**config.mk**
```make
export PLATFORM = sky130hd
export DESIGN_NAME = dpred_ctrl
export DESIGN_NICKNAME = d
export VERILOG_FILES = /design/src/rtl/dpred_pkg.sv /design/src/rtl/dpred_pid_pool.sv /design/src/rtl/dpred_budget.sv /design/src/rtl/dpred_path_rr.sv /design/src/rtl/dpred_ctrl.sv
export SDC_FILE = /design/constraint.sdc
export NUM_CORES = 1
export LEC_CHECK = 0
export BUFFER_PORTS_ARGS = -buffer_cell sky130_fd_sc_hd__buf_2
export CORE_ASPECT_RATIO = 0.6
export CORE_UTILIZATION = 54
export DETAILED_ROUTE_END_ITERATION = 8
export PLACE_DENSITY = 0.81
export SLEW_MARGIN = 20
export SYNTH_ARGS = -nofsm -noshare
export SYNTH_HDL_FRONTEND = slang
export SYNTH_SLANG_ARGS = --single-unit
```
**constraint.sdc**
```tcl
create_clock -name clk_i -period 3.35 [get_ports clk_i]
set_input_delay 0.1675 -clock clk_i [delete_from_list [all_inputs] [get_ports clk_i]]
set_output_delay 0.1675 -clock clk_i [all_outputs]
set_load 0.1 [all_outputs]
```
**src/rtl/dpred_pkg.sv**
```systemverilog
package dpred_pkg;
  localparam logic [1:0] BR_NORMAL   = 2'b00;
  localparam logic [1:0] BR_DIV_FWD  = 2'b10;
  localparam logic [1:0] BR_DIV_LOOP = 2'b11;

  typedef enum logic [2:0] {
    EX_MERGE    = 3'd0,
    EX_RESOLVED = 3'd1,
    EX_FLUSH    = 3'd2,
    EX_BUDGET   = 3'd3,
    EX_YIELD    = 3'd4
  } exit_cause_e;
endpackage

```
**src/rtl/dpred_pid_pool.sv**
```systemverilog
module dpred_pid_pool #(
  parameter int N_IDS = 32,
  localparam int ID_W = $clog2(N_IDS)
) (
  input  logic            clk_i,
  input  logic            rst_ni,
  input  logic            alloc_i,
  input  logic            rel_i,
  input  logic [ID_W-1:0] rel_id_i,
  output logic            any_free_o,
  output logic [ID_W-1:0] grant_o
);
  logic [N_IDS-1:0] free_q, free_d;
  logic             found;

  always_comb begin
    grant_o = '0;
    found   = 1'b0;
    for (int i = 0; i < N_IDS; i++) begin
      if (free_q[i] && !found) begin
        grant_o = ID_W'(i);
        found   = 1'b1;
      end
    end
  end

  assign any_free_o = |free_q;

  always_comb begin
    free_d = free_q;
    if (rel_i) free_d[rel_id_i] = 1'b1;
    if (alloc_i) free_d[grant_o] = 1'b0;
  end

  always_ff @(posedge clk_i or negedge rst_ni) begin
    if (!rst_ni) free_q <= '1;
    else         free_q <= free_d;
  end


  alloc_when_free_chk: assert property (@(posedge clk_i) disable iff (!rst_ni)
    alloc_i |-> any_free_o);


  granted_taken_chk: assert property (@(posedge clk_i) disable iff (!rst_ni)
    (alloc_i && !(rel_i && rel_id_i == grant_o)) |=> !free_q[$past(grant_o)]);
endmodule

```
**src/rtl/dpred_budget.sv**
```systemverilog
module dpred_budget #(
  parameter int LIMIT  = 64,
  parameter int AMT_W  = 4,
  localparam int SUM_W = $clog2(LIMIT + 1) + AMT_W
) (
  input  logic             clk_i,
  input  logic             rst_ni,
  input  logic             clr_i,
  input  logic             add_i,
  input  logic [AMT_W-1:0] amt_i,
  output logic             over_o
);
  logic [SUM_W-1:0] cnt_q, sum;

  assign sum    = cnt_q + SUM_W'(amt_i);
  assign over_o = sum > SUM_W'(LIMIT);

  always_ff @(posedge clk_i or negedge rst_ni) begin
    if (!rst_ni)    cnt_q <= '0;
    else if (clr_i) cnt_q <= '0;
    else if (add_i) cnt_q <= sum;
  end


  budget_range_chk: assert property (@(posedge clk_i) disable iff (!rst_ni)
    cnt_q <= SUM_W'(LIMIT));
endmodule

```
**src/rtl/dpred_path_rr.sv**
```systemverilog
module dpred_path_rr (
  input  logic clk_i,
  input  logic rst_ni,
  input  logic clr_i,
  input  logic active_i,
  input  logic hit_i,
  output logic sel_o,
  output logic both_o
);
  logic       sel_q;
  logic [1:0] done_q, done_d;

  always_comb begin
    done_d = done_q;
    if (hit_i) done_d[sel_q] = 1'b1;
  end

  assign both_o = active_i & (&done_d);
  assign sel_o  = sel_q;

  always_ff @(posedge clk_i or negedge rst_ni) begin
    if (!rst_ni) begin
      sel_q  <= 1'b0;
      done_q <= '0;
    end else if (clr_i) begin
      sel_q  <= 1'b0;
      done_q <= '0;
    end else if (active_i) begin
      done_q <= done_d;
      if (done_d[0])      sel_q <= 1'b1;
      else if (done_d[1]) sel_q <= 1'b0;
      else                sel_q <= ~sel_q;
    end
  end


  rr_toggle_chk: assert property (@(posedge clk_i) disable iff (!rst_ni)
    (active_i && !clr_i && !hit_i && done_q == 2'b00) |=> sel_o != $past(sel_o));


  rr_stick_chk: assert property (@(posedge clk_i) disable iff (!rst_ni)
    (active_i && !clr_i && done_q[0]) |=> sel_o);
endmodule

```
**src/rtl/dpred_ctrl.sv**
```systemverilog
module dpred_ctrl
  import dpred_pkg::*;
#(
  parameter int PC_W       = 32,
  parameter int OFF_W      = 16,
  parameter int FCNT_W     = 4,
  parameter int N_IDS      = 32,
  parameter int LIMIT      = 64,
  parameter bit USE_BUDGET = 1'b1,
  parameter bit USE_YIELD  = 1'b1,
  localparam int ID_W      = $clog2(N_IDS)
) (
  input  logic              clk_i,
  input  logic              rst_ni,
  input  logic              br_valid_i,
  input  logic [1:0]        br_type_i,
  input  logic [PC_W-1:0]   br_pc_i,
  input  logic [OFF_W-1:0]  br_cfm_off_i,
  input  logic              br_lowconf_i,
  input  logic              br_path_i,
  input  logic              fetch_valid_i,
  input  logic [PC_W-1:0]   fetch_pc_i,
  input  logic [FCNT_W-1:0] fetch_cnt_i,
  input  logic              res_valid_i,
  input  logic              res_mispred_i,
  input  logic              pid_rel_i,
  input  logic [ID_W-1:0]   pid_rel_id_i,
  output logic              mode_o,
  output logic [PC_W-1:0]   cfm_o,
  output logic              fork_o,
  output logic              pid_alloc_o,
  output logic [ID_W-1:0]   pid_o,
  output logic              path_sel_o,
  output logic              exit_o,
  output logic [2:0]        exit_cause_o,
  output logic              flush_o
);
  logic            mode_q, fork_q, alloc_q, exit_q, flush_q;
  logic [PC_W-1:0] cfm_q;
  logic [ID_W-1:0] pid_q, grant;
  exit_cause_e     cause_q, cause_d;
  logic            any_free, over, both, sel;
  logic            diverge, res_exit, yield, enter, start;
  logic            over_exit, merge_exit, active, hit, exiting;

  assign diverge = br_valid_i & br_lowconf_i &
                   ((br_type_i == BR_DIV_FWD) | (br_type_i == BR_DIV_LOOP));
  assign res_exit   = mode_q & res_valid_i;
  assign yield      = USE_YIELD & mode_q & ~res_valid_i & diverge & ~br_path_i & any_free;
  assign enter      = ~mode_q & diverge & any_free;
  assign start      = enter | yield;
  assign over_exit  = mode_q & ~res_valid_i & ~yield & fetch_valid_i & over;
  assign active     = mode_q & ~res_valid_i & ~yield & ~over_exit;
  assign hit        = active & fetch_valid_i & (fetch_pc_i == cfm_q);
  assign merge_exit = both;
  assign exiting    = res_exit | over_exit | merge_exit;

  dpred_pid_pool #(.N_IDS(N_IDS)) u_pool (
    .clk_i      (clk_i),
    .rst_ni     (rst_ni),
    .alloc_i    (start),
    .rel_i      (pid_rel_i),
    .rel_id_i   (pid_rel_id_i),
    .any_free_o (any_free),
    .grant_o    (grant)
  );

  generate
    if (USE_BUDGET) begin : g_budget
      dpred_budget #(.LIMIT(LIMIT), .AMT_W(FCNT_W)) u_budget (
        .clk_i  (clk_i),
        .rst_ni (rst_ni),
        .clr_i  (start),
        .add_i  (active & fetch_valid_i),
        .amt_i  (fetch_cnt_i),
        .over_o (over)
      );
    end else begin : g_no_budget
      assign over = 1'b0;
    end
  endgenerate

  dpred_path_rr u_rr (
    .clk_i    (clk_i),
    .rst_ni   (rst_ni),
    .clr_i    (start | exiting),
    .active_i (active),
    .hit_i    (hit),
    .sel_o    (sel),
    .both_o   (both)
  );

  always_comb begin
    cause_d = EX_MERGE;
    if (res_exit)       cause_d = res_mispred_i ? EX_FLUSH : EX_RESOLVED;
    else if (yield)     cause_d = EX_YIELD;
    else if (over_exit) cause_d = EX_BUDGET;
  end

  always_ff @(posedge clk_i or negedge rst_ni) begin
    if (!rst_ni) begin
      mode_q  <= 1'b0;
      cfm_q   <= '0;
      pid_q   <= '0;
      fork_q  <= 1'b0;
      alloc_q <= 1'b0;
      exit_q  <= 1'b0;
      flush_q <= 1'b0;
      cause_q <= EX_MERGE;
    end else begin
      fork_q  <= start;
      alloc_q <= start;
      exit_q  <= exiting | yield;
      flush_q <= res_exit & res_mispred_i;
      if (exiting | yield) cause_q <= cause_d;
      if (start) begin
        mode_q <= 1'b1;
        cfm_q  <= br_pc_i + PC_W'(br_cfm_off_i);
        pid_q  <= grant;
      end else if (exiting) begin
        mode_q <= 1'b0;
      end
    end
  end

  assign mode_o       = mode_q;
  assign cfm_o        = cfm_q;
  assign fork_o       = fork_q;
  assign pid_alloc_o  = alloc_q;
  assign pid_o        = pid_q;
  assign path_sel_o   = sel;
  assign exit_o       = exit_q;
  assign exit_cause_o = cause_q;
  assign flush_o      = flush_q;


  entry_fork_chk: assert property (@(posedge clk_i) disable iff (!rst_ni)
    $rose(mode_o) |-> (fork_o && pid_alloc_o));


  fork_in_mode_chk: assert property (@(posedge clk_i) disable iff (!rst_ni)
    fork_o |-> mode_o);


  flush_cause_chk: assert property (@(posedge clk_i) disable iff (!rst_ni)
    flush_o |-> (exit_o && exit_cause_o == EX_FLUSH));


  sel_idle_chk: assert property (@(posedge clk_i) disable iff (!rst_ni)
    !mode_o |-> !path_sel_o);


  exit_drops_mode_chk: assert property (@(posedge clk_i) disable iff (!rst_ni)
    (exit_o && exit_cause_o != EX_YIELD) |-> !mode_o);


  res_idle_chk: assert property (@(posedge clk_i) disable iff (!rst_ni)
    (!mode_o && res_valid_i && !diverge) |=> (!exit_o && !flush_o));
endmodule

```
### Word level (Yosys, flattened, before mapping)

Cells that the tools add are included.

* flip-flop bits (word level): 90
* output and inout bits: 46
* word-level logic and storage cells: 211

* add/sub/neg operators: 2
* magnitude comparators: 7
* equal/unequal tests: 3
* muxes and demuxes: 85
* bitwise logic cells: 33
* reductions and logical operators: 70

Operators with widths (number)
* 5-bit 2-to-1 mux: 16
* 32-bit 2-to-1 mux: 2
* 1-bit 2-to-1 mux: 41
* 1-bit logical AND: 34
* 32-bit by 16-bit adder with 32-bit output: 1
* 32-bit bitwise AND: 1
* 32-bit == test: 1
* 4-bit 2-to-1 mux: 8
* 32-bit inverter: 1
* 32-bit bitwise OR: 1
* 32-bit OR reduction: 1
* 1-bit logical NOT: 31
* 11-bit 2-to-1 mux: 2
* 3-bit 2-to-1 mux: 6
* 1-bit bitwise AND: 17
* 2-bit 2-to-1 mux: 7
* 5-bit by 6-bit < comparator with 1-bit output (second input constant): 2
* 11-bit by 4-bit adder with 11-bit output: 1
* 11-bit by 7-bit > comparator with 1-bit output (second input constant): 1
* 1-bit demux with 5-bit select: 2
* 5-bit by 1-bit greater-or-equal comparator with 1-bit output (second input constant): 2
* 1-bit inverter: 6
* 1-bit bitwise OR: 6
* 2-bit nonzero test: 3
* 6 further kinds: 7

### Depth between registers and ports, before layout

* depth after elaboration: 101
* depth in mapped cells: 11

### Modules after synthesis

Synthesis repeated with hierarchy kept, for this count alone.

* cells, all modules: 695
* area total of the unflattened synthesis: 6105.9 um^2

By module, submodules not included
* dpred_ctrl: times used 1, cells an instance 391, area each 3320.7 um^2, seq. area each 1101.1 um^2
* dpred_pid_pool: times used 1, cells an instance 209, area each 1893.1 um^2, seq. area each 840.8 um^2
* dpred_budget: times used 1, cells an instance 79, area each 745.7 um^2, seq. area each 275.3 um^2
* dpred_path_rr: times used 1, cells an instance 16, area each 146.4 um^2, seq. area each 75.1 um^2

### Least setup slack after synthesis

No wires, ideal clock.

* kind: register -> register
* start point: reg g_budget.u_budget.cnt_q[0]
* end point: reg exit_q, in the netlist exit_o
* setup time: 0.124 ns
* data arrival time: 2.586 ns
* required time: 3.226 ns
* path slack: 0.640 ns
* cell stages (with the launch flop): 10
* buffers on the path: 0
* cell sequence: dfrtp_1 ha_1 fa_1 xnor2_1 nand2_1 o41ai_4 o21ai_2 and2_4 or3_4 o31a_1

* cells in the longest elaborated chain, start to end: 12

Ends and longest elaborated chain
* start, declared: line dpred_budget.sv:13 `logic [SUM_W-1:0] cnt_q, sum;`
* start signal, assigned: line dpred_budget.sv:21 `else if (add_i) cnt_q <= sum;`
* 11-bit by 4-bit adder with 11-bit output *: line dpred_budget.sv:15 `assign sum = cnt_q + SUM_W'(amt_i);`
* 11-bit by 7-bit > comparator with 1-bit output *: line dpred_budget.sv:16 `assign over_o = sum > SUM_W'(LIMIT);`
* 1-bit bitwise AND *: line dpred_ctrl.sv:52 `assign over_exit = mode_q & ~res_valid_i & ~yield & fetch_valid_i & over;`
* 1-bit inverter: line dpred_ctrl.sv:53 `assign active = mode_q & ~res_valid_i & ~yield & ~over_exit;`
* 1-bit bitwise AND: line dpred_ctrl.sv:53
* 1-bit bitwise AND (2 in a row): line dpred_ctrl.sv:54 `assign hit = active & fetch_valid_i & (fetch_pc_i == cfm_q);`
* 2-bit 2-to-1 mux: line dpred_path_rr.sv:15 `if (hit_i) done_d[sel_q] = 1'b1;`
* 2-bit AND reduction: line dpred_path_rr.sv:18 `assign both_o = active_i & (&done_d);`
* 1-bit bitwise AND: line dpred_path_rr.sv:18
* 1-bit bitwise OR *: line dpred_ctrl.sv:56 `assign exiting = res_exit | over_exit | merge_exit;`
* 1-bit bitwise OR *: line dpred_ctrl.sv:113 `exit_q <= exiting | yield;`
* end signal, assigned: line dpred_ctrl.sv:113
* end, declared: line dpred_ctrl.sv:38 `logic mode_q, fork_q, alloc_q, exit_q, flush_q;`

Every way passes the cells marked *; elsewhere a longest branch is shown, timed or not.
A chain may end at the register's enable or synchronous reset.

### Worst setup path after layout

Same ends and word-level chain as after synthesis.

==> metrics.json <==
{
  "worst-setup-path-type": {"value": "flop to flop"},
  "rr_worst_depth": {"value": 10},
  "area_growth": {"value": 22.2, "unit": "%"},
  "die_area": {"value": 10800, "unit": "um2"},
  "most_common_cell_in_the_netlist": {"value": "a21oi_1"},
  "placementRows": {"value": 28},
  "timing.final.setup_violations": {"value": 0},
  "number_of_drc_violations_after_detailed_routing_iteration_0": {"value": 560},
  "grt_overflow_total": {"value": 0},
  "synth.top_cells.by_area": {"value": "dfrtp_1 26%, dfstp_2 15%, xor2_1 7.6%"},
  "critical_path_launch_point": {"value": "g_budget.u_budget.cnt_q[0]"},
  "final.setup.tns": {"value": 0, "unit": "ps"},
  "synthesis.instances": {"value": 629},
  "worst-path-buf-inv": {"value": 0},
  "fp.coreArea": {"value": 9980, "unit": "um2"},
  "fmaxAchievable": {"value": 0.335, "unit": "GHz"},
  "drc": {"value": 0},
  "synth_seq_cells": {"value": 90},
  "yosysSeqAreaShare": {"value": 0.408},
  "worstHoldPathCells": {"value": 3},
  "worst_hold_path.endpoint": {"value": "cfm_o[30]"},
  "setup_repair_after_global_routing_missed_its_margin": {"value": "false"},
  "rr_endpoint": {"value": "exit_o"},
  "drive_gt1_frac": {"value": 0.275},
  "yosys.cell_types.count": {"value": 67},
  "final_period_minus_worst_setup_slack": {"value": 2980, "unit": "ps"},
  "hold_path_class": {"value": "input pin to flop"},
  "cts_max_path_buffers": {"value": 2},
  "element_type_at_the_critical_path_end": {"value": "flop"},
  "timing_hold_violations_final": {"value": 0},
  "synthTopCellsByCount": {"value": "81 x a21oi_1, 75 x nand2_1, 58 x dfrtp_1"},
  "netlist_area": {"value": 5620, "unit": "um2"},
  "die_x": {"value": 134, "unit": "um"},
  "synth_nets": {"value": 751},
  "fin_hold_ws": {"value": 120, "unit": "ps"},
  "r2r_start": {"value": "g_budget.u_budget.cnt_q[0]"},
  "pin_count": {"value": 146},
  "timing.max_slew.rel_slack": {"value": 0.264},
  "routed_wirelength": {"value": 16.3, "unit": "mm"},
  "avgSynthCellArea": {"value": 8.93, "unit": "um2"},
  "cts_post_setup_buffers_inserted": {"value": 0},
  "first_global_vias": {"value": 5195},
  "vdd_ir_drop_max": {"value": 0.000460, "unit": "V"},
  "postPlaceCellArea": {"value": 6500, "unit": "um2"},
  "setup.reg_to_reg.worst_slack": {"value": 370, "unit": "ps"},
  "initial_core_util": {"value": 0.563},
  "power-per-cell-area": {"value": 725, "unit": "nW/um2"},
  "worst_setup_path_start_kind": {"value": "flop"},
  "tritoncts.num_buffers": {"value": 9},
  "finalInstanceArea": {"value": 6870, "unit": "um2"},
  "antenna_found_initial": {"value": 0},
  "nFillCells": {"value": 767},
  "n_antenna_cell": {"value": 0},
  "postCtsResizedCells": {"value": 0},
  "synthesis.yosys.warnings": {"value": 0},
  "drt-vias-per-instance": {"value": 6.02},
  "register_area": {"value": 2290, "unit": "um2"},
  "slew_violations": {"value": 0},
  "grt.total_usage": {"value": 0.308},
  "timing_worst_slew_pin_value": {"value": 1090, "unit": "ps"},
  "max_stage_delay": {"value": 420, "unit": "ps"},
  "cts_num_sinks": {"value": 90},
  "synthFlopType": {"value": "dfrtp_1"},
  "skew": {"value": 12.3, "unit": "ps"},
  "origin_of_the_worst_min_delay_path": {"value": "br_pc_i[30]"},
  "largest_net_degree_at_the_start_of_global_routing": {"value": 72},
  "detail-route-antenna-nets": {"value": 0},
  "port_buffers": {"value": 144},
  "status": {"value": "finished clean"},
  "number_of_enable_type_register_cells_in_the_synthesized_netlist": {"value": 0},
  "via_count": {"value": 5527},
  "power.static_leakage": {"value": 3.21, "unit": "nW"},
  "cts.root.buffer_cell": {"value": "clkbuf_16"},
  "grt_first_pass_wirelength": {"value": 25.8, "unit": "mm"},
  "worst_setup_hold_path_clk_slew": {"value": 70, "unit": "ps"},
  "worst_skew_pair_later_pin_latency": {"value": 350, "unit": "ps"},
  "gp_congestion": {"value": 0.896},
  "cp.arrival": {"value": 3200, "unit": "ps"},
  "largest_delay_share_family_worst_path": {"value": "simple AND/OR/NAND/NOR gates"},
  "required": {"value": 3570, "unit": "ps"},
  "first_drt_pass_iteration_count": {"value": 6},
  "crit_chain": {"value": "ha_1, fa_1, nand3_1, nand2_1, xnor2_1, o41ai_4, o21ai_2, and2_4, or3_4, o31a_1"},
  "crit_path_top_delay_cell": {"value": "fa_1"},
  "cts_tree": {"value": "built"},
  "synthDominantAreaCellType": {"value": "dfrtp_1"},
  "critical_path_fanout_max": {"value": 7},
  "multi_input_comb_area": {"value": 3200, "unit": "um2"},
  "routed_wl_per_cell": {"value": 17.8, "unit": "um"},
  "postSynth.asyncResetShare": {"value": 1.00},
  "final_core_util": {"value": 0.688},
  "layout_worst_path_cycle_share": {"value": 0.891},
  "cap_viol_max_count": {"value": 0},
  "fin_nets": {"value": 900},
  "htree_num_levels": {"value": 3},
  "fin_total_pwr": {"value": 4.98, "unit": "mW"},
  "place_hpwl": {"value": 12.4, "unit": "mm"},
  "die-height": {"value": 81, "unit": "um"},
  "post-synth-top-area-fraction": {"value": 0.258}
}
==> cell usage in the layout, fill, tap and decap left out, types with 8 or more instances in the layout <==
master,n
a21oi_1,81
buf_2,143
buf_4,8
clkbuf_16,9
dfrtp_1,58
dfstp_2,32
ha_1,20
inv_1,19
nand2_1,74
nand3_1,11
nor2_1,49
nor3_1,11
nor4_1,16
o21ai_0,27
o21ai_1,25
xnor2_1,14
xor2_1,49
==> report_power, final <==
part | internal (mW) | total, mW | switching, mW
combinational | 0.504 | 2.09 | 1.58
sequential | 1.43 | 1.72 | 0.290
clock | 0.752 | 1.17 | 0.417
==> worst max path at each step <==
| stage | endpoint | slack (ps) | cells past startpoint |
|---|---|---|---|
| floorplan | exit_o | 640 | 9 |
| global placement | cfm_o[28] | 440 | 12 |
| detailed placement | cfm_o[20] | 300 | 12 |
| CTS | exit_o | 360 | 10 |
| global route | u_rr.done_q[0] | 150 | 10 |
| finish | exit_o | 370 | 10 |
==> kinds of logic (layout without fill, tap and decap cells) <==
kind of cell | Yosys count | after routing | share of synthesized area
fa+ha+maj | 22 | 22 | 0.0517
buf+inv | 34 | 188 | 0.0238
compound gates | 195 | 195 | 0.213
simple gates | 220 | 220 | 0.196
xor+xnor | 63 | 63 | 0.0982
flops | 90 | 90 | 0.408
mux | 5 | 5 | 0.00936
==> area by class of cell <==
cell class | count | share of cell area
Multi-Input combinational cell | 505 | 0.466
Sequential cell | 90 | 0.334
Timing Repair Buffer | 152 | 0.114
Clock buffer | 12 | 0.0359
Tap cell | 135 | 0.0246
Clock inverter | 4 | 0.0144
Inverter | 20 | 0.0109
==> repair_timing <==
item | in CTS | in global routing
endpoints found under the setup margin | 0 | 0
hold buffers | 1 | 0
endpoints found under the hold margin | 16 | 0
==> worst min-delay path, stage by stage <==
cell and delay, ps:
buf_2 90, xnor2_1 110, o21ai_1 50
==> sequential cells by signal, summed over array words and instances (netlist names) <==
signal,cells
cfm_o,32
u_rr.sel_o,1
u_rr.done_q,2
mode_o,1
u_pool.free_q,32
pid_o,5
exit_cause_o,3
exit_o,1
g_budget.u_budget.cnt_q,11
flush_o,1
pid_alloc_o,1
==> per-stage QoR <==
step	std cells	setup WS, ps
floorplan	629	640
global placement	901	440
detailed placement	901	304
CTS	918	361
global route	918	154
finish	918	366
==> per-layer routing <==
metal,vias to the layer above,share of wire,track usage
met2,329,0.44,0.478
met5,-,0,0
met4,0,0.013,0.0841
met1,2609,0.44,0.430
met3,25,0.11,0.0811
li1,2564,-,-
(Power assumes the default switching activity.)
